[src/rtl/wdog_pkg.sv]
package wdog_pkg;
   localparam int B_RESTART  = 0;
   localparam int B_RST_EN   = 1;
   localparam int B_RST_FLAG = 2;
   localparam int B_IRQ_FLAG = 3;
   localparam int B_IVL_LO   = 4;
   localparam int B_IRQ_EN   = 6;
   localparam int B_RUN      = 7;
   localparam int B_PRE_LO   = 10;

   typedef enum logic [1:0] {
      ST_IDLE  = 2'd0,
      ST_COUNT = 2'd1,
      ST_WARN  = 2'd2,
      ST_DONE  = 2'd3
   } wd_stage_e;
endpackage

[src/rtl/wdog_prescale.sv]
module wdog_prescale #(
   parameter int PRE_SHIFT0 = 0,
   parameter int PRE_BASE   = 4
) (
   input  logic       clk,
   input  logic       rst_n,
   input  logic       run,
   input  logic       clear,
   input  logic [1:0] sel,
   output logic       tick
);
   localparam int SH_MAX = PRE_BASE + 8;
   localparam int PRE_W  = (SH_MAX > 0) ? SH_MAX : 1;

   logic [PRE_W-1:0] pre_q;
   logic [PRE_W-1:0] mask;
   int               shift;

   always_comb begin
      case (sel)
         2'd0:    shift = PRE_SHIFT0;
         2'd1:    shift = PRE_BASE;
         2'd2:    shift = PRE_BASE + 3;
         default: shift = PRE_BASE + 8;
      endcase
      mask = (PRE_W'(1) << shift) - PRE_W'(1);
   end

   assign tick = run && !clear && ((pre_q & mask) == mask);

   always_ff @(posedge clk or negedge rst_n) begin
      if (!rst_n)              pre_q <= '0;
      else if (clear || !run)  pre_q <= '0;
      else                     pre_q <= pre_q + PRE_W'(1);
   end
endmodule

[src/rtl/wdog_seq.sv]
module wdog_seq
   import wdog_pkg::*;
#(
   parameter int IVL_BASE  = 10,
   parameter int RST_DELAY = 1024
) (
   input  logic       clk,
   input  logic       rst_n,
   input  logic       run,
   input  logic       restart,
   input  logic       stop,
   input  logic       tick,
   input  logic [1:0] ivl,
   output logic       expire,
   output logic       bite
);
   localparam int IVL_W = IVL_BASE + 7;
   localparam int DLY_W = $clog2(RST_DELAY + 1);
   localparam int CNT_W = (IVL_W > DLY_W) ? IVL_W : DLY_W;

   wd_stage_e        st_q;
   logic [CNT_W-1:0] cnt_q;
   logic [CNT_W-1:0] lim_m1;
   logic             halt;

   assign lim_m1 = (CNT_W'(1) << (IVL_BASE + 2 * int'(ivl))) - CNT_W'(1);
   assign halt   = stop || (!run && !restart);

   assign expire = tick && !halt && !restart && (st_q == ST_COUNT) && (cnt_q == lim_m1);
   assign bite   = tick && !halt && !restart && (st_q == ST_WARN)
                   && (cnt_q == CNT_W'(RST_DELAY - 1));

   always_ff @(posedge clk or negedge rst_n) begin
      if (!rst_n) begin
         st_q  <= ST_IDLE;
         cnt_q <= '0;
      end else if (halt) begin
         st_q  <= ST_IDLE;
         cnt_q <= '0;
      end else if (restart) begin
         st_q  <= ST_COUNT;
         cnt_q <= '0;
      end else if (tick) begin
         case (st_q)
            ST_COUNT: begin
               if (expire) begin st_q <= ST_WARN; cnt_q <= '0; end
               else        cnt_q <= cnt_q + CNT_W'(1);
            end
            ST_WARN: begin
               if (bite) begin st_q <= ST_DONE; cnt_q <= '0; end
               else      cnt_q <= cnt_q + CNT_W'(1);
            end
            default: cnt_q <= '0;
         endcase
      end
   end
endmodule

[src/rtl/wdog_timer.sv]
module wdog_timer
   import wdog_pkg::*;
#(
   parameter int PRE_SHIFT0 = 0,
   parameter int PRE_BASE   = 4,
   parameter int IVL_BASE   = 10,
   parameter int RST_DELAY  = 1024
) (
   input  logic        clk,
   input  logic        rst_n,
   input  logic        wr_en,
   input  logic [31:0] wdata,
   output logic [31:0] rdata,
   output logic        irq_o,
   output logic        rst_req_o
);
   if (PRE_SHIFT0 < 0 || PRE_SHIFT0 > PRE_BASE) begin : g_bad_pre
      $error("PRE_SHIFT0 must lie in 0..PRE_BASE");
   end
   if (IVL_BASE < 0 || IVL_BASE > 20) begin : g_bad_ivl
      $error("IVL_BASE out of range");
   end
   if (RST_DELAY < 1) begin : g_bad_dly
      $error("RST_DELAY must be at least 1");
   end

   logic       run_q, ie_q, re_q, iflag_q, rflag_q, rst_q;
   logic [1:0] ivl_q, pre_q;
   logic       restart_now, stop_now, tick, expire, bite;

   assign restart_now = wr_en && wdata[B_RUN] && (wdata[B_RESTART] || !run_q);
   assign stop_now    = wr_en && !wdata[B_RUN];

   wdog_prescale #(.PRE_SHIFT0(PRE_SHIFT0), .PRE_BASE(PRE_BASE)) u_pre (
      .clk(clk), .rst_n(rst_n), .run(run_q), .clear(restart_now || stop_now),
      .sel(pre_q), .tick(tick)
   );

   wdog_seq #(.IVL_BASE(IVL_BASE), .RST_DELAY(RST_DELAY)) u_seq (
      .clk(clk), .rst_n(rst_n), .run(run_q), .restart(restart_now),
      .stop(stop_now), .tick(tick), .ivl(ivl_q), .expire(expire), .bite(bite)
   );

   always_ff @(posedge clk or negedge rst_n) begin
      if (!rst_n) begin
         run_q <= 1'b0; ie_q <= 1'b0; re_q <= 1'b0;
         ivl_q <= 2'd0; pre_q <= 2'd0;
      end else if (wr_en) begin
         run_q <= wdata[B_RUN];
         ie_q  <= wdata[B_IRQ_EN];
         re_q  <= wdata[B_RST_EN];
         ivl_q <= wdata[B_IVL_LO +: 2];
         pre_q <= wdata[B_PRE_LO +: 2];
      end
   end

   always_ff @(posedge clk or negedge rst_n) begin
      if (!rst_n) begin
         iflag_q <= 1'b0;
         rflag_q <= 1'b0;
         rst_q   <= 1'b0;
      end else begin
         iflag_q <= (iflag_q && !(wr_en && wdata[B_IRQ_FLAG])) || expire;
         rflag_q <= (rflag_q && !(wr_en && wdata[B_RST_FLAG])) || (bite && re_q);
         rst_q   <= bite && re_q;
      end
   end

   always_comb begin
      rdata                  = '0;
      rdata[B_RUN]           = run_q;
      rdata[B_IRQ_EN]        = ie_q;
      rdata[B_IVL_LO +: 2]   = ivl_q;
      rdata[B_IRQ_FLAG]      = iflag_q;
      rdata[B_RST_FLAG]      = rflag_q;
      rdata[B_RST_EN]        = re_q;
      rdata[B_PRE_LO +: 2]   = pre_q;
   end

   assign irq_o     = iflag_q && ie_q;
   assign rst_req_o = rst_q;
endmodule

[config.mk]
export PLATFORM = sky130hd
export DESIGN_NAME = wdog_timer
export DESIGN_NICKNAME = d
export VERILOG_FILES = /design/src/rtl/wdog_pkg.sv /design/src/rtl/wdog_prescale.sv /design/src/rtl/wdog_seq.sv /design/src/rtl/wdog_timer.sv
export SDC_FILE = /design/constraint.sdc
export NUM_CORES = 1
export LEC_CHECK = 0
export ABC_AREA = 1
export BUFFER_PORTS_ARGS = -buffer_cell sky130_fd_sc_hd__buf_2
export CAP_MARGIN = 0
export CORE_AREA = 2 2 74 76
export DETAILED_ROUTE_END_ITERATION = 10
export DIE_AREA = 0 0 76 78
export GPL_TIMING_DRIVEN = 0
export PLACE_DENSITY = 0.74
export SLEW_MARGIN = 30
export SYNTH_ARGS = -nofsm -noshare
export SYNTH_HDL_FRONTEND = slang
export SYNTH_SLANG_ARGS = --single-unit
[constraint.sdc]
create_clock -name clk -period 2.6 [get_ports clk]
set_input_delay 0.13 -clock clk [delete_from_list [all_inputs] [get_ports clk]]
set_output_delay 0.13 -clock clk [all_outputs]
set_load 0.01 [all_outputs]
# == Word level (Yosys, flattened, before mapping) ==
# Cells that the tools add are included.
# totals
ff_bits,41
in_bits,35
word_cells,77
# classes
n_reduce_logical,35
eq_ne,9
n_addsub,5
n_shift,2
bitwise_logic,1
muxes,14
# ops
operator,count
2-to-1 mux 17 bit,5
one-hot mux 17 bit (2 select lines),1
<< shifter 1 x 32 -> 17 bit (first input constant),1
logical AND 1 bit,18
adder 17 x 1 -> 17 bit (second input constant),1
== test 17 x 10 -> 1 bit (second input constant),1
== test 17 bit,1
subtractor 17 x 2 -> 17 bit (second input constant),1
adder 12 x 1 -> 12 bit (second input constant),1
bitwise AND 12 bit,1
== test 12 bit,1
2-to-1 mux 12 bit,1
one-hot mux 4 bit (3 select lines),1
<< shifter 1 x 4 -> 12 bit (first input constant),1
subtractor 12 x 2 -> 12 bit (second input constant),1
2-to-1 mux 2 bit,5
!= test 4 x 3 -> 1 bit (second input constant),2
zero test 1 bit,7
logical OR 1 bit,6
adder 4 x 3 -> 5 bit (first input constant),1
== test 2 x 1 -> 1 bit (second input constant),2
== test 2 bit (second input constant),2
one-hot mux 2 bit (2 select lines),1
AND reduction 4 bit,1
3 further kinds,3

# == Logic depth before layout (Yosys ltp) ==
# Gate-level depths: netlist (run 1).
# depth
word_depth,16
depth_mapped,16
ltp_nobuf,16

# == By module ==
# From an unflattened synthesis (run 1), not the netlist that was laid out.
# hier_totals
hier_cells,372
hier_area_um2,2796.4
# modules_own_cells
mod,seq_area_each_um2,cells_each,area_each_um2,n_inst
wdog_seq,475.5,187,1442.6,1
wdog_prescale,300.3,104,711.9,1
wdog_timer,250.2,81,641.9,1

# == Worst setup path after synthesis (run 1) ==
# OpenSTA, ideal clock, no wires.
# synth_timing
path_kind,register to register
start,reg ivl_q[1]
end,reg u_seq.cnt_q[11]
arrival_time_ps,1765
stages_incl_launch_ff,16
synth_period_minus_slack_ps,1896
setup_time_ps,131
slack_ps,704
cell_sequence,dfrtp_1 > nor2_1 > inv_1 > ha_1 > inv_1 > nand2_1 > nand2_1 > nor2_1 > nand3_1 > nor2_1 > nand2_1 > nand2_4 > nand2_4 > nand2_4 > buf_12 > o22ai_2
# synth_via
elab_chain_cells,10
# synth_lines
item,line,source
from (decl),wdog_timer.sv:28,"logic [1:0] ivl_q, pre_q;"
from (signal assigned),wdog_timer.sv:52,ivl_q <= wdata[B_IVL_LO +: 2];
adder 4 x 3 -> 5 bit,wdog_seq.sv:26,assign lim_m1 = (CNT_W'(1) << (IVL_BASE + 2 * int'(ivl))) - CNT_W'(1);
<< shifter 1 x 32 -> 17 bit,wdog_seq.sv:26,
subtractor 17 x 2 -> 17 bit,wdog_seq.sv:26,
== test 17 bit,wdog_seq.sv:29,assign expire = tick && !halt && !restart && (st_q == ST_COUNT) && (cnt_q == lim_m1);
logical AND 1 bit,wdog_seq.sv:29,
2-to-1 mux 17 bit,wdog_seq.sv:46,if (expire) begin st_q <= ST_WARN; cnt_q <= '0; end
one-hot mux 17 bit (2 select lines),wdog_seq.sv:44,case (st_q)
2-to-1 mux 17 bit,wdog_seq.sv:43,end else if (tick) begin
2-to-1 mux 17 bit,wdog_seq.sv:40,end else if (restart) begin
2-to-1 mux 17 bit,wdog_seq.sv:37,end else if (halt) begin
to (signal assigned),wdog_seq.sv:47,else cnt_q <= cnt_q + CNT_W'(1);
to (signal assigned),wdog_seq.sv:51,else cnt_q <= cnt_q + CNT_W'(1);
to (decl),wdog_seq.sv:22,logic [CNT_W-1:0] cnt_q;
# No other way between the ends. The select of a mux whose other input is x is not followed.
# A chain may end at the register's enable or synchronous reset.

# == Worst setup path in the final report (run 1) ==
# layout_timing
start,reg ivl_q[0]
end,reg u_seq.cnt_q[5]
# The elaborated chain is that of the path after synthesis.

==> results.txt, run 1 <==
Result of the run: complete, no violations
Skew-Pair Late Insertion Delay: 0.30 ns
Total via count after detailed routing: 2130
Area of the die: 0.005928 sq mm
Per-instance average area after synthesis: 7.895 sq um
Filler Cells Inserted: 463
Aggregate global routing overflow: 0
Clock skew: 0.01232 ns
Initial DRC count: 96
# H-tree levels: 2
Crit path kind: register to register
WP depth: 15
Critical-path maximum fanout: 10
Leading register cell type out of synthesis: sky130_fd_sc_hd__dfrtp_1
Cell leakage power: 1.539 nW
Max_slew headroom: 0.6488
Mean routed wirelength per cell: 10.84 microns
Fraction of met1 tracks used by global routing: 0.2131
Maximum clock insertion buffer count: 2
Storage element area: 0.001026 sq mm
Met3 usage: 0.04186
Post-layout minimum cycle time: 2.090 ns
Buf+Inv Stages, Crit Path: 3
Core area: 0.005042 sq mm
CTS tree: yes
Hold Path Depth: 3
CP startpoint: ivl_q[0]
Routability congestion estimate: 0.8862
Post-Synthesis Cells: 332
Post-synth ARST share: 1.000
Req. time, crit path: 2.77 ns
Total number of clock tree sinks: 41
Total detailed-routing wirelength: 4945 microns
Delay contributed by the slowest stage of the critical path: 0.42 ns
Largest net degree at the start of global routing: 42
Setup TNS: 0 ns
Area of the multi-input gates: 0.001277 sq mm
Fraction of final layout cells with drive strength greater than 1: 0.2539
Ratio of total power to cell area: 452.2 mW/mm^2
Data arrival time at the worst-slack endpoint: 2.26 ns
Least setup slack across all paths after layout: 0.5102 ns
Number of CTS-inserted buffers: 5
Setup repair after global routing missed its margin: false
Portion of the post-synthesis area used by sequential elements: 0.3914
Die extent in y: 78 microns
Post-CTS setup buffers: 0
Peak ir drop on the vdd network: 0.4043 mV
Met2 demand-to-capacity share in global routing: 0.3241
Cell area after synthesis: 0.002621 sq mm
Cell count of the worst reg-to-reg path: 15
Number of rows in the core area: 26
Worst Min Path Start: wdata[1]
Total power after layout: 1.361 mW
Highest clock frequency the design can meet: 478.5 MHz
Count of nets after finishing: 427
Crit. End Element: register
Setup-failing EPs final: 0
Post-DR vias/cell: 4.671
Boundary pin count: 69
DRC Markers: 0
Startpoint class of the critical path: register
Number of diodes added for antenna fixing: 0
IO Port Bufs: 23
Library cell contributing the largest single delay on the critical path: sky130_fd_sc_hd__dfrtp_1
DRT Pass-1 Iters: 4
Total count of max-transition violations in the final report: 0
Total of warnings raised by yosys: 0
Final standard cell area without fillers: 0.003009 sq mm
Antenna Violating Nets Remaining: 0
Area after DPL: 0.002907 sq mm
Pre-CTS setup slack: 0.4970 ns
HPWL Detailed: 3819 microns
Number of enable-type register cells in the synthesized netlist: 0
Max-Cap Viols: 0
Wire length of the first global-routing pass: 8769 microns
Cell Chain, Critical Path: nor2_1, inv_1, ha_1, inv_1, nand2_1, nand2_1, nor2_1, nand3_1, nor2_1, nand2_1, nand2_4, nand2_4, nand2_4, buf_12, o22ai_2
Register bit count reported by yosys: 41
Vias in the first global route: 2050
Initial core utilization: 0.5199
Number of endpoints with negative hold slack in the final report: 0
HP Class: primary input to register
Clock root buffer: sky130_fd_sc_hd__clkbuf_8
Layout overhead on the synthesized area: 14.80%
Worst Tran Pin Value: 0.5269 ns
Number of antenna violations at the first check in global routing: 0
Gr usage total: 0.1823
Ratio of final minimum period to clock period: 0.8038
Yosys cell types: 35
Highest-utilization routing layer at the global route stage: met2
Die outline width: 76 microns
Family with the most delay on the worst path: simple AND/OR/NAND/NOR gates
Critical register-to-register path startpoint: ivl_q[0]
Reg clk slew, reported paths: 0.09 ns
report_power, final:
group	total, mW	internal [mW]	switching [mW]	leakage [nW]
Combinational	0.259	0.102	0.157	0.938
Sequential	0.676	0.658	0.0180	0.556
Clock	0.425	0.190	0.235	0.0445
Total	1.36	0.951	0.410	1.54
per-layer routing:
metal	vias to the layer above	wire length, microns
li1	1110	-
met2	41	2389
met4	0	84
met3	8	181
met1	971	2289
met5	-	0
state kept, by name, summed over array words and instances, names as in the netlist:
name         cells
ie_q             1
iflag_q          1
ivl_q            2
pre_q            2
re_q             1
rflag_q          1
rst_req_o        1
run_q            1
u_pre.pre_q     12
u_seq.cnt_q     17
u_seq.st_q       2
worst reg2reg max path, stage by stage (launching register included):
cell                      delay, ns
sky130_fd_sc_hd__dfrtp_1       0.42
sky130_fd_sc_hd__nor2_1        0.19
sky130_fd_sc_hd__inv_1         0.09
sky130_fd_sc_hd__ha_1          0.30
sky130_fd_sc_hd__inv_1         0.04
sky130_fd_sc_hd__nand2_1       0.05
sky130_fd_sc_hd__nand2_1       0.04
sky130_fd_sc_hd__nor2_1        0.09
sky130_fd_sc_hd__nand3_1       0.07
sky130_fd_sc_hd__nor2_1        0.10
sky130_fd_sc_hd__nand2_1       0.12
sky130_fd_sc_hd__nand2_4       0.09
sky130_fd_sc_hd__nand2_4       0.07
sky130_fd_sc_hd__nand2_4       0.09
sky130_fd_sc_hd__buf_12        0.14
sky130_fd_sc_hd__o22ai_2       0.07
cell usage after synthesis, drive strengths merged, types with 2 or more instances:
library cell | count | area share
nand2 | 89 | 0.14
inv | 42 | 0.060
dfrtp | 41 | 0.39
nor2 | 35 | 0.058
buf | 30 | 0.090
o21ai | 28 | 0.066
nand3 | 16 | 0.032
a21oi | 8 | 0.015
xor2 | 8 | 0.027
ha | 7 | 0.033
o22ai | 6 | 0.021
nand4 | 5 | 0.014
xnor2 | 3 | 0.010
clkbuf | 2 | 0.0029
mux2 | 2 | 0.0086
o21a | 2 | 0.0057
o21bai | 2 | 0.0057
area by class of cell:
type	count	area share
Buffer	32	0.08067
Clock buffer	5	0.02287
Clock inverter	3	0.007069
Inverter	42	0.05239
Multi-Input combinational cell	239	0.4245
Sequential cell	41	0.3410
Tap cell	70	0.02911
Timing Repair Buffer	24	0.04241
cells by family (layout without fill, tap and decap cells):
kind of cell	count (synthesis)	in the layout	share of synthesized area
simple gates	147	147	0.2515
buf+inv	74	106	0.1527
compound gates	49	49	0.1241
flops	41	41	0.3914
xor+xnor	11	11	0.03676
fa+ha+maj	7	7	0.03341
mux	2	2	0.008591
other cells	1	23	0.001431
cells in the final DEF, fill, tap and decap left out, types with 4 or more instances in the layout:
master,n
sky130_fd_sc_hd__conb_1,23
sky130_fd_sc_hd__buf_4,29
sky130_fd_sc_hd__nor2_1,31
sky130_fd_sc_hd__inv_2,6
sky130_fd_sc_hd__inv_1,36
sky130_fd_sc_hd__xor2_1,8
sky130_fd_sc_hd__o21ai_2,9
sky130_fd_sc_hd__clkbuf_8,5
sky130_fd_sc_hd__o21ai_1,4
sky130_fd_sc_hd__a21oi_1,8
sky130_fd_sc_hd__o21ai_0,15
sky130_fd_sc_hd__nand4_1,4
sky130_fd_sc_hd__buf_2,23
sky130_fd_sc_hd__ha_1,7
sky130_fd_sc_hd__nand2_1,79
sky130_fd_sc_hd__dfrtp_1,41
sky130_fd_sc_hd__nand2_2,7
sky130_fd_sc_hd__nand3_1,15
per-stage QoR:
| step | hold WS, ns | util | instances |
|---|---|---|---|
| after floorplan | -0.1656 | - | 354 |
| after global placement | 0.3085 | 0.5764 | 447 |
| after detailed placement | 0.3139 | 0.5764 | 447 |
| after CTS | 0.02704 | 0.5963 | 456 |
| after global routing | 0.06167 | 0.5968 | 456 |
| final | 0.03354 | 0.5968 | 456 |
worst paths after layout:
path | slack, ns | endpoint
min in group asynchronous | 0.35 | u_pre.pre_q[2]
worst min register to register | 0.47 | u_pre.pre_q[0]
worst min-delay path | 0.03 | re_q
worst max-delay path | 0.51 | u_seq.cnt_q[5]
worst max register to register | 0.51 | u_seq.cnt_q[5]
max in group asynchronous | 1.88 | u_seq.cnt_q[6]
timing repair:
| action | 4_1_cts | 5_1_grt |
|---|---|---|
| endpoints found under the hold margin | 34 | 0 |
| hold buffers | 1 | 0 |
| gates resized for setup | 0 | 0 |
Note: power is estimated with default switching activity, not from simulation.
==> run 2, diff against run 1 <==
--- a/config.mk
+++ b/config.mk
@@ -5,14 +5,14 @@
 export SDC_FILE = /design/constraint.sdc
 export NUM_CORES = 1
 export LEC_CHECK = 0
-export ABC_AREA = 1
+export ABC_AREA = 0
 export BUFFER_PORTS_ARGS = -buffer_cell sky130_fd_sc_hd__buf_2
 export CAP_MARGIN = 0
-export CORE_AREA = 2 2 74 76
+export CORE_AREA = 2 2 77 79
 export DETAILED_ROUTE_END_ITERATION = 10
-export DIE_AREA = 0 0 76 78
+export DIE_AREA = 0 0 79 81
 export GPL_TIMING_DRIVEN = 0
-export PLACE_DENSITY = 0.74
+export PLACE_DENSITY = 0.71
 export SLEW_MARGIN = 30
 export SYNTH_ARGS = -nofsm -noshare
 export SYNTH_HDL_FRONTEND = slang
==> constraint.sdc (replaced) <==
create_clock -name clk -period 1.81 [get_ports clk]
set_input_delay 0.0905 -clock clk [delete_from_list [all_inputs] [get_ports clk]]
set_output_delay 0.0905 -clock clk [all_outputs]
set_load 0.01 [all_outputs]
==> run 2 against run 1 <==
The run now ends with negative setup slack left. Combinational power rose by 39%. Largest cell class unchanged. First-iteration DRC count rose by 40%. Count of clock-buffer cells in the layout rose by 2. Critical endpoint unchanged. Synthesized cell count fell by 15%. Maximum frequency fell by 15%. Sequential power rose by 43%. Critical path depth fell by 8. Hold slack got worse by 0.012 ns. Clock skew fell by 0.0034 ns. Final area rose by 9.4%. Non-clock buffer count rose by 22.
==> results.txt, run 2 <==
Result of the run: finished, violations left
Violated checks: negative setup slack
Vias in the first global route: 2050
Registers with the highest flip-flop counts: u_seq.cnt_q (17), u_pre.pre_q (12)
Setup repair after global routing missed its margin: true
HP Class: primary input to register
Data arrival time at the worst-slack endpoint: 2.64 ns
Number of endpoints with negative hold slack in the final report: 0
Req. time, crit path: 1.99 ns
Highest clock frequency the design can meet: 407.3 MHz
Maximum clock insertion buffer count: 2
Area of the die: 0.006399 sq mm
Die extent in y: 81 microns
Yosys cell types: 49
Synth area leader: sky130_fd_sc_hd__dfrtp_1
Mean routed wirelength per cell: 13.84 microns
Wire length of the first global-routing pass: 9163 microns
DRC Markers: 0
Post-synth ARST share: 1.000
Worst Tran Pin Value: 0.5400 ns
Skew-Pair Late Insertion Delay: 0.30 ns
Cell Chain, Critical Path: or4_4, or4_4, o31ai_4, buf_6, o21ai_4, a31oi_1, o22ai_1
Post-route worst hold slack: 0.02107 ns
Number of rows in the core area: 28
Largest net degree at the start of global routing: 42
Top library cells by usage in the layout, fill and taps aside: 45 x sky130_fd_sc_hd__buf_4, 33 x sky130_fd_sc_hd__dfrtp_1, 29 x sky130_fd_sc_hd__nand2_1, 24 x sky130_fd_sc_hd__nor2_1
Total via count after detailed routing: 2210
Clock skew: 0.008879 ns
Area after DPL: 0.002910 sq mm
Setup-failing EPs final: 22
Per-instance average area after synthesis: 9.150 sq um
Count of nets after finishing: 393
Library cell contributing the largest single delay on the critical path: sky130_fd_sc_hd__or4_4
Clock root buffer: sky130_fd_sc_hd__clkbuf_8
Crit path kind: register to register
Portion of the post-synthesis area used by sequential elements: 0.3990
Antenna Violating Nets Remaining: 0
Total detailed-routing wirelength: 5909 microns
Family with the most delay on the worst path: simple AND/OR/NAND/NOR gates
Most frequent standard cell in the layout excluding fill and tap cells: sky130_fd_sc_hd__buf_4
Total number of clock tree sinks: 41
Max_slew headroom: 0.6372
Top register by number of flip-flops: u_seq.cnt_q
Ratio of total power to cell area: 602.5 mW/mm^2
DRT Pass-1 Iters: 4
Most frequent cell on the critical path: sky130_fd_sc_hd__or4_4
Least setup slack across all paths after layout: -0.6453 ns
Critical-path maximum fanout: 4
Initial DRC count: 134
Post-layout minimum cycle time: 2.455 ns
Post-Synthesis Cells: 281
Peak ir drop on the vdd network: 0.5204 mV
HPWL Detailed: 3867 microns
Routability congestion estimate: 0.8087
Cell area after synthesis: 0.002571 sq mm
Post-DR vias/cell: 5.176
Register bit count reported by yosys: 41
IO Port Bufs: 23
Cell with the most instances after synthesis: sky130_fd_sc_hd__dfrtp_1
Number of flip-flops under the largest register name: 17
Number of enable-type register cells in the synthesized netlist: 0
Total of warnings raised by yosys: 0
Buf+Inv Stages, Crit Path: 1
Cell leakage power: 1.468 nW
Top cell type's share of synthesized area: 0.3990
CTS tree: yes
Startpoint class of the critical path: register
Reg clk slew, reported paths: 0.08 ns
Die outline width: 79 microns
Delay contributed by the slowest stage of the critical path: 0.56 ns
# H-tree levels: 2
Number of diodes added for antenna fixing: 0
Layout overhead on the synthesized area: 28.08%
Ratio of final minimum period to clock period: 1.356
Aggregate global routing overflow: 0
Fraction of final layout cells with drive strength greater than 1: 0.3438
Boundary pin count: 69
Top post-synthesis cells by area: sky130_fd_sc_hd__dfrtp_1 40%, sky130_fd_sc_hd__buf_4 8.2%, sky130_fd_sc_hd__nand2_1 4.4%
Gr usage total: 0.1813
Max-Cap Viols: 0
Number of antenna violations at the first check in global routing: 0
Crit. End Element: register
Number of CTS-inserted buffers: 5
Total count of max-transition violations in the final report: 0
Initial core utilization: 0.4530
Final standard cell area without fillers: 0.003293 sq mm
Most instantiated cells after synthesis: 41 x sky130_fd_sc_hd__dfrtp_1, 30 x sky130_fd_sc_hd__nand2_1, 28 x sky130_fd_sc_hd__buf_4, 24 x sky130_fd_sc_hd__nor2_1, 17 x sky130_fd_sc_hd__nand3_1
Core area: 0.005675 sq mm
Leading register cell type out of synthesis: sky130_fd_sc_hd__dfrtp_1
[run 2: changes by cell type after synthesis, sizes merged, moves of 5 or more]
| cell | before | now |
|---|---|---|
| nor2 | 35 | 25 |
| o21ai | 28 | 9 |
| inv | 42 | 7 |
| mux2 | 2 | 7 |
| nand2 | 89 | 30 |
| a31oi | 1 | 10 |
| nor2b | 0 | 5 |
| clkbuf | 2 | 7 |
[run 2: cell type report]
| cell class | count | area, sq um |
|---|---|---|
| Buffer | 36 | 252.7 |
| Clock buffer | 7 | 96.34 |
| Clock inverter | 1 | 5.005 |
| Fill cell | 497 | 2382 |
| Inverter | 7 | 26.28 |
| Multi-Input combinational cell | 218 | 1513 |
| Sequential cell | 41 | 1036 |
| Tap cell | 75 | 93.84 |
| Timing Repair Buffer | 42 | 270.3 |
[run 2: kinds of logic after synthesis]
kind of cell	share of synthesized area
xor gates and xnor gates	0.05450
DFF	0.3990
AOI/OAI and AO/OA	0.1372
adders and majority gates	0.03406
and+or+nand+nor	0.2248
other	0.001458
muxes	0.03844
buffers and inverters	0.1105
[run 2: stage by stage]
step / util / power, mW / cells / worst slack, ns / TNS (ns)
2_1_floorplan: - / 1.208 / 303 / -0.4962 / -7.145
3_3_place_gp: 0.5128 / 1.291 / 401 / -0.6517 / -10.77
3_5_place_dp: 0.5128 / 1.298 / 401 / -0.6672 / -11.41
4_1_cts: 0.5538 / 1.977 / 418 / -0.6471 / -11.62
5_1_grt: 0.5802 / 2.086 / 427 / -0.7019 / -14.58
6_report: 0.5802 / 1.984 / 427 / -0.6453 / -11.77
[run 2: timing repair]
action / 4_1_cts / 5_1_grt
setup endpoints to repair: 22 / 32
hold endpoints to repair: 41 / 0
setup buffers: 8 / 9
cloned: 2 / 0
resized for setup: 17 / 18
pin swaps: 16 / 19
hold buffers: 1 / 0
[run 2: worst paths after layout]
path                                      start              to  slack, ns  cells past startpoint
worst max-delay path            u_seq.cnt_q[11]  u_seq.cnt_q[5]      -0.65                      7
worst min-delay path                   wdata[6]            ie_q       0.02                      2
worst max register to register  u_seq.cnt_q[11]  u_seq.cnt_q[5]      -0.65                      7
worst min register to register          rflag_q         rflag_q       0.48                      1
max in group asynchronous                 rst_n  u_seq.cnt_q[3]       1.11                      2
min in group asynchronous                 rst_n        pre_q[0]       0.31                      2
[run 2: routing by layer]
| metal | global-route usage | up-vias | share of wire |
|---|---|---|---|
| met3 | 0.04556 | 13 | 0.035 |
| met4 | 0.07069 | 0 | 0.021 |
| li1 | - | 1086 | - |
| met1 | 0.2116 | 1067 | 0.43 |
| met2 | 0.3212 | 44 | 0.51 |
| met5 | 0 | - | 0 |
[run 2: report_power, final]
part | internal (mW) | total (mW) | switching, mW | leakage, nW
sequential | 0.939 | 0.966 | 0.0270 | 0.542
combinational | 0.162 | 0.359 | 0.198 | 0.871
clock | 0.345 | 0.658 | 0.314 | 0.0542
total | 1.45 | 1.98 | 0.538 | 1.47
==> run 3, diff against run 2 <==
--- a/config.mk
+++ b/config.mk
@@ -13,6 +13,7 @@
 export DIE_AREA = 0 0 79 81
 export GPL_TIMING_DRIVEN = 0
 export PLACE_DENSITY = 0.71
+export SETUP_SLACK_MARGIN = 0.15
 export SLEW_MARGIN = 30
 export SYNTH_ARGS = -nofsm -noshare
 export SYNTH_HDL_FRONTEND = slang
==> run 3 against run 2 <==
The flow still finishes with violations (negative setup slack). Core utilization is 2.9 points higher. Non-clock buffer count is 12 higher. Combinational power is 11% higher. Via count is 2.4% higher. Clock power is 8.1% lower. Register-to-register slack better by 0.05 ns. Largest power group unchanged.
==> results.txt, run 3 (synthesis results as in run 2) <==
CTS tree: yes
Skew-Pair Late Insertion Delay: 0.30 ns
Clock root buffer: sky130_fd_sc_hd__clkbuf_8
Number of CTS-inserted buffers: 5
Result of the run: finished, violations left
Clock skew: 0.006142 ns
Most frequent standard cell in the layout excluding fill and tap cells: sky130_fd_sc_hd__buf_4
Top library cells by usage in the layout, fill and taps aside: 53 x sky130_fd_sc_hd__buf_4, 33 x sky130_fd_sc_hd__dfrtp_1, 28 x sky130_fd_sc_hd__nand2_1, 24 x sky130_fd_sc_hd__buf_2, 23 x sky130_fd_sc_hd__conb_1
Setup repair after global routing missed its margin: true
Die outline width: 79 microns
Ratio of final minimum period to clock period: 1.326
Total number of clock tree sinks: 41
Vias in the first global route: 2086
Registers with the highest flip-flop counts: u_seq.cnt_q (17), u_pre.pre_q (12)
Number of flip-flops under the largest register name: 17
Total count of max-transition violations in the final report: 0
Data arrival time at the worst-slack endpoint: 2.58 ns
Mean routed wirelength per cell: 14.13 microns
Violated checks: negative setup slack
Reg clk slew, reported paths: 0.08 ns
DRC Markers: 0
Storage element area: 0.001036 sq mm
Crit. End Element: register
Area of the multi-input gates: 0.001574 sq mm
Cell leakage power: 1.523 nW
Hold Path Depth: 2
Max-Cap Viols: 0
Total detailed-routing wirelength: 6176 microns
Total power after layout: 1.971 mW
Maximum clock insertion buffer count: 2
Aggregate global routing overflow: 0
# H-tree levels: 2
Area of the die: 0.006399 sq mm
DRT Pass-1 Iters: 4
Fraction of final layout cells with drive strength greater than 1: 0.4006
Number of diodes added for antenna fixing: 0
Routability congestion estimate: 0.7963
Cell count of the worst reg-to-reg path: 10
Top register by number of flip-flops: u_seq.cnt_q
Endpoint with the worst hold slack: ie_q
Least setup slack across all paths after layout: -0.5909 ns
Die extent in y: 81 microns
Initial core utilization: 0.4530
Top Metal Used: met4
Critical-path maximum fanout: 7
Met3 wire length: 317 microns
Boundary pin count: 69
M1 WL: 2601 microns
Number of rows in the core area: 28
Crit path kind: register to register
Pre-CTS setup slack: -0.6882 ns
Max_slew headroom: 0.5862
Setup TNS: -10.71 ns
Critical register-to-register path startpoint: ivl_q[0]
IO Port Bufs: 23
HP Class: primary input to register
Largest net degree at the start of global routing: 42
Reg-to-reg critical path endpoint: u_seq.cnt_q[6]
Final core utilization: 0.6089
Startpoint class of the critical path: register
Antenna Violating Nets Remaining: 0
Post-route worst hold slack: 0.02079 ns
Setup-failing EPs final: 22
Filler Cells Inserted: 483
Post-DR vias/cell: 5.178
Count of nets after finishing: 404
Req. time, crit path: 1.99 ns
HPWL Detailed: 3779 microns
Wire length of the first global-routing pass: 9708 microns
Post-layout minimum cycle time: 2.401 ns
Number of endpoints with negative hold slack in the final report: 0
Layout overhead on the synthesized area: 34.40%
Peak ir drop on the vdd network: 0.4057 mV
Worst Tran Pin Value: 0.6142 ns
Core area: 0.005675 sq mm
Number of antenna violations at the first check in global routing: 0
Highest clock frequency the design can meet: 416.5 MHz
Worst Min Path Start: wdata[6]
Flop2flop setup slack: -0.59 ns
Routed wl met2: 3034 microns
Total via count after detailed routing: 2263
Gr usage total: 0.1914
Ratio of total power to cell area: 570.3 mW/mm^2
Initial DRC count: 171
==> run 3: cell count changes in the layout (fill, tap and decap cells not counted), sizes merged <==
cell | before | now
o21ai | 10 | 9
clkbuf | 13 | 15
buf | 71 | 81
clkinv | 1 | 0
==> run 3: cell type report <==
cell class,count,share of cell area
sequential,41,0.2998
multi-input combinational,217,0.4555
timing repair buffer,52,0.1028
tap,75,0.02715
clock buffer,7,0.02498
inverter,7,0.007603
buffer,38,0.08219
==> run 3: worst max-delay path by stage <==
| stage | slack, ns | from | end | cells past startpoint |
|---|---|---|---|---|
| final | -0.59 | ivl_q[0] | u_seq.cnt_q[6] | 10 |
| after CTS | -0.62 | u_seq.cnt_q[1] | u_seq.cnt_q[5] | 8 |
| after floorplan | -0.50 | u_seq.st_q[0] | u_seq.cnt_q[3] | 9 |
| after global routing | -0.63 | ivl_q[0] | u_seq.cnt_q[10] | 10 |
| after detailed placement | -0.69 | u_seq.cnt_q[0] | u_seq.cnt_q[3] | 8 |
| after global placement | -0.66 | u_seq.cnt_q[0] | u_seq.cnt_q[3] | 8 |
==> run 3: what timing repair did <==
item                                    CTS  global route
setup buffers                            10            17
hold buffers                              1             0
gates resized for setup                  21            34
hold endpoints to repair                 41             0
endpoints found under the setup margin   32            32
pin swaps                                11            22
cloned                                    0             1
==> run 3: worst max-delay path: stages, from the launching register on <==
cell and delay [ns]:
sky130_fd_sc_hd__dfrtp_2 0.44, sky130_fd_sc_hd__or2_4 0.28, sky130_fd_sc_hd__ha_4 0.27, sky130_fd_sc_hd__xor2_1 0.14
sky130_fd_sc_hd__nand4_1 0.11, sky130_fd_sc_hd__buf_6 0.15, sky130_fd_sc_hd__a2111oi_4 0.37, sky130_fd_sc_hd__o21ai_4 0.14
sky130_fd_sc_hd__buf_12 0.16, sky130_fd_sc_hd__a31oi_4 0.12, sky130_fd_sc_hd__mux2i_1 0.09
==> run 3: through the flow <==
stage	instance area (sq um)	std cells
after CTS	3181	419
after global routing	3456	437
final	3456	437
after floorplan	2701	303
after global placement	2910	401
after detailed placement	2910	401
==> run 3: power breakdown <==
group | total, mW | internal, mW | switching [mW]
Clock | 0.605 | 0.302 | 0.303
Sequential | 0.966 | 0.940 | 0.0261
Combinational | 0.400 | 0.186 | 0.214
Total | 1.97 | 1.43 | 0.543
==> run 3: routing by layer <==
| metal | vias to the layer above | GRT usage |
|---|---|---|
| met5 | - | 0 |
| met4 | 0 | 0.06897 |
| met3 | 22 | 0.04111 |
| met2 | 73 | 0.3144 |
| met1 | 1070 | 0.2509 |
| li1 | 1098 | - |
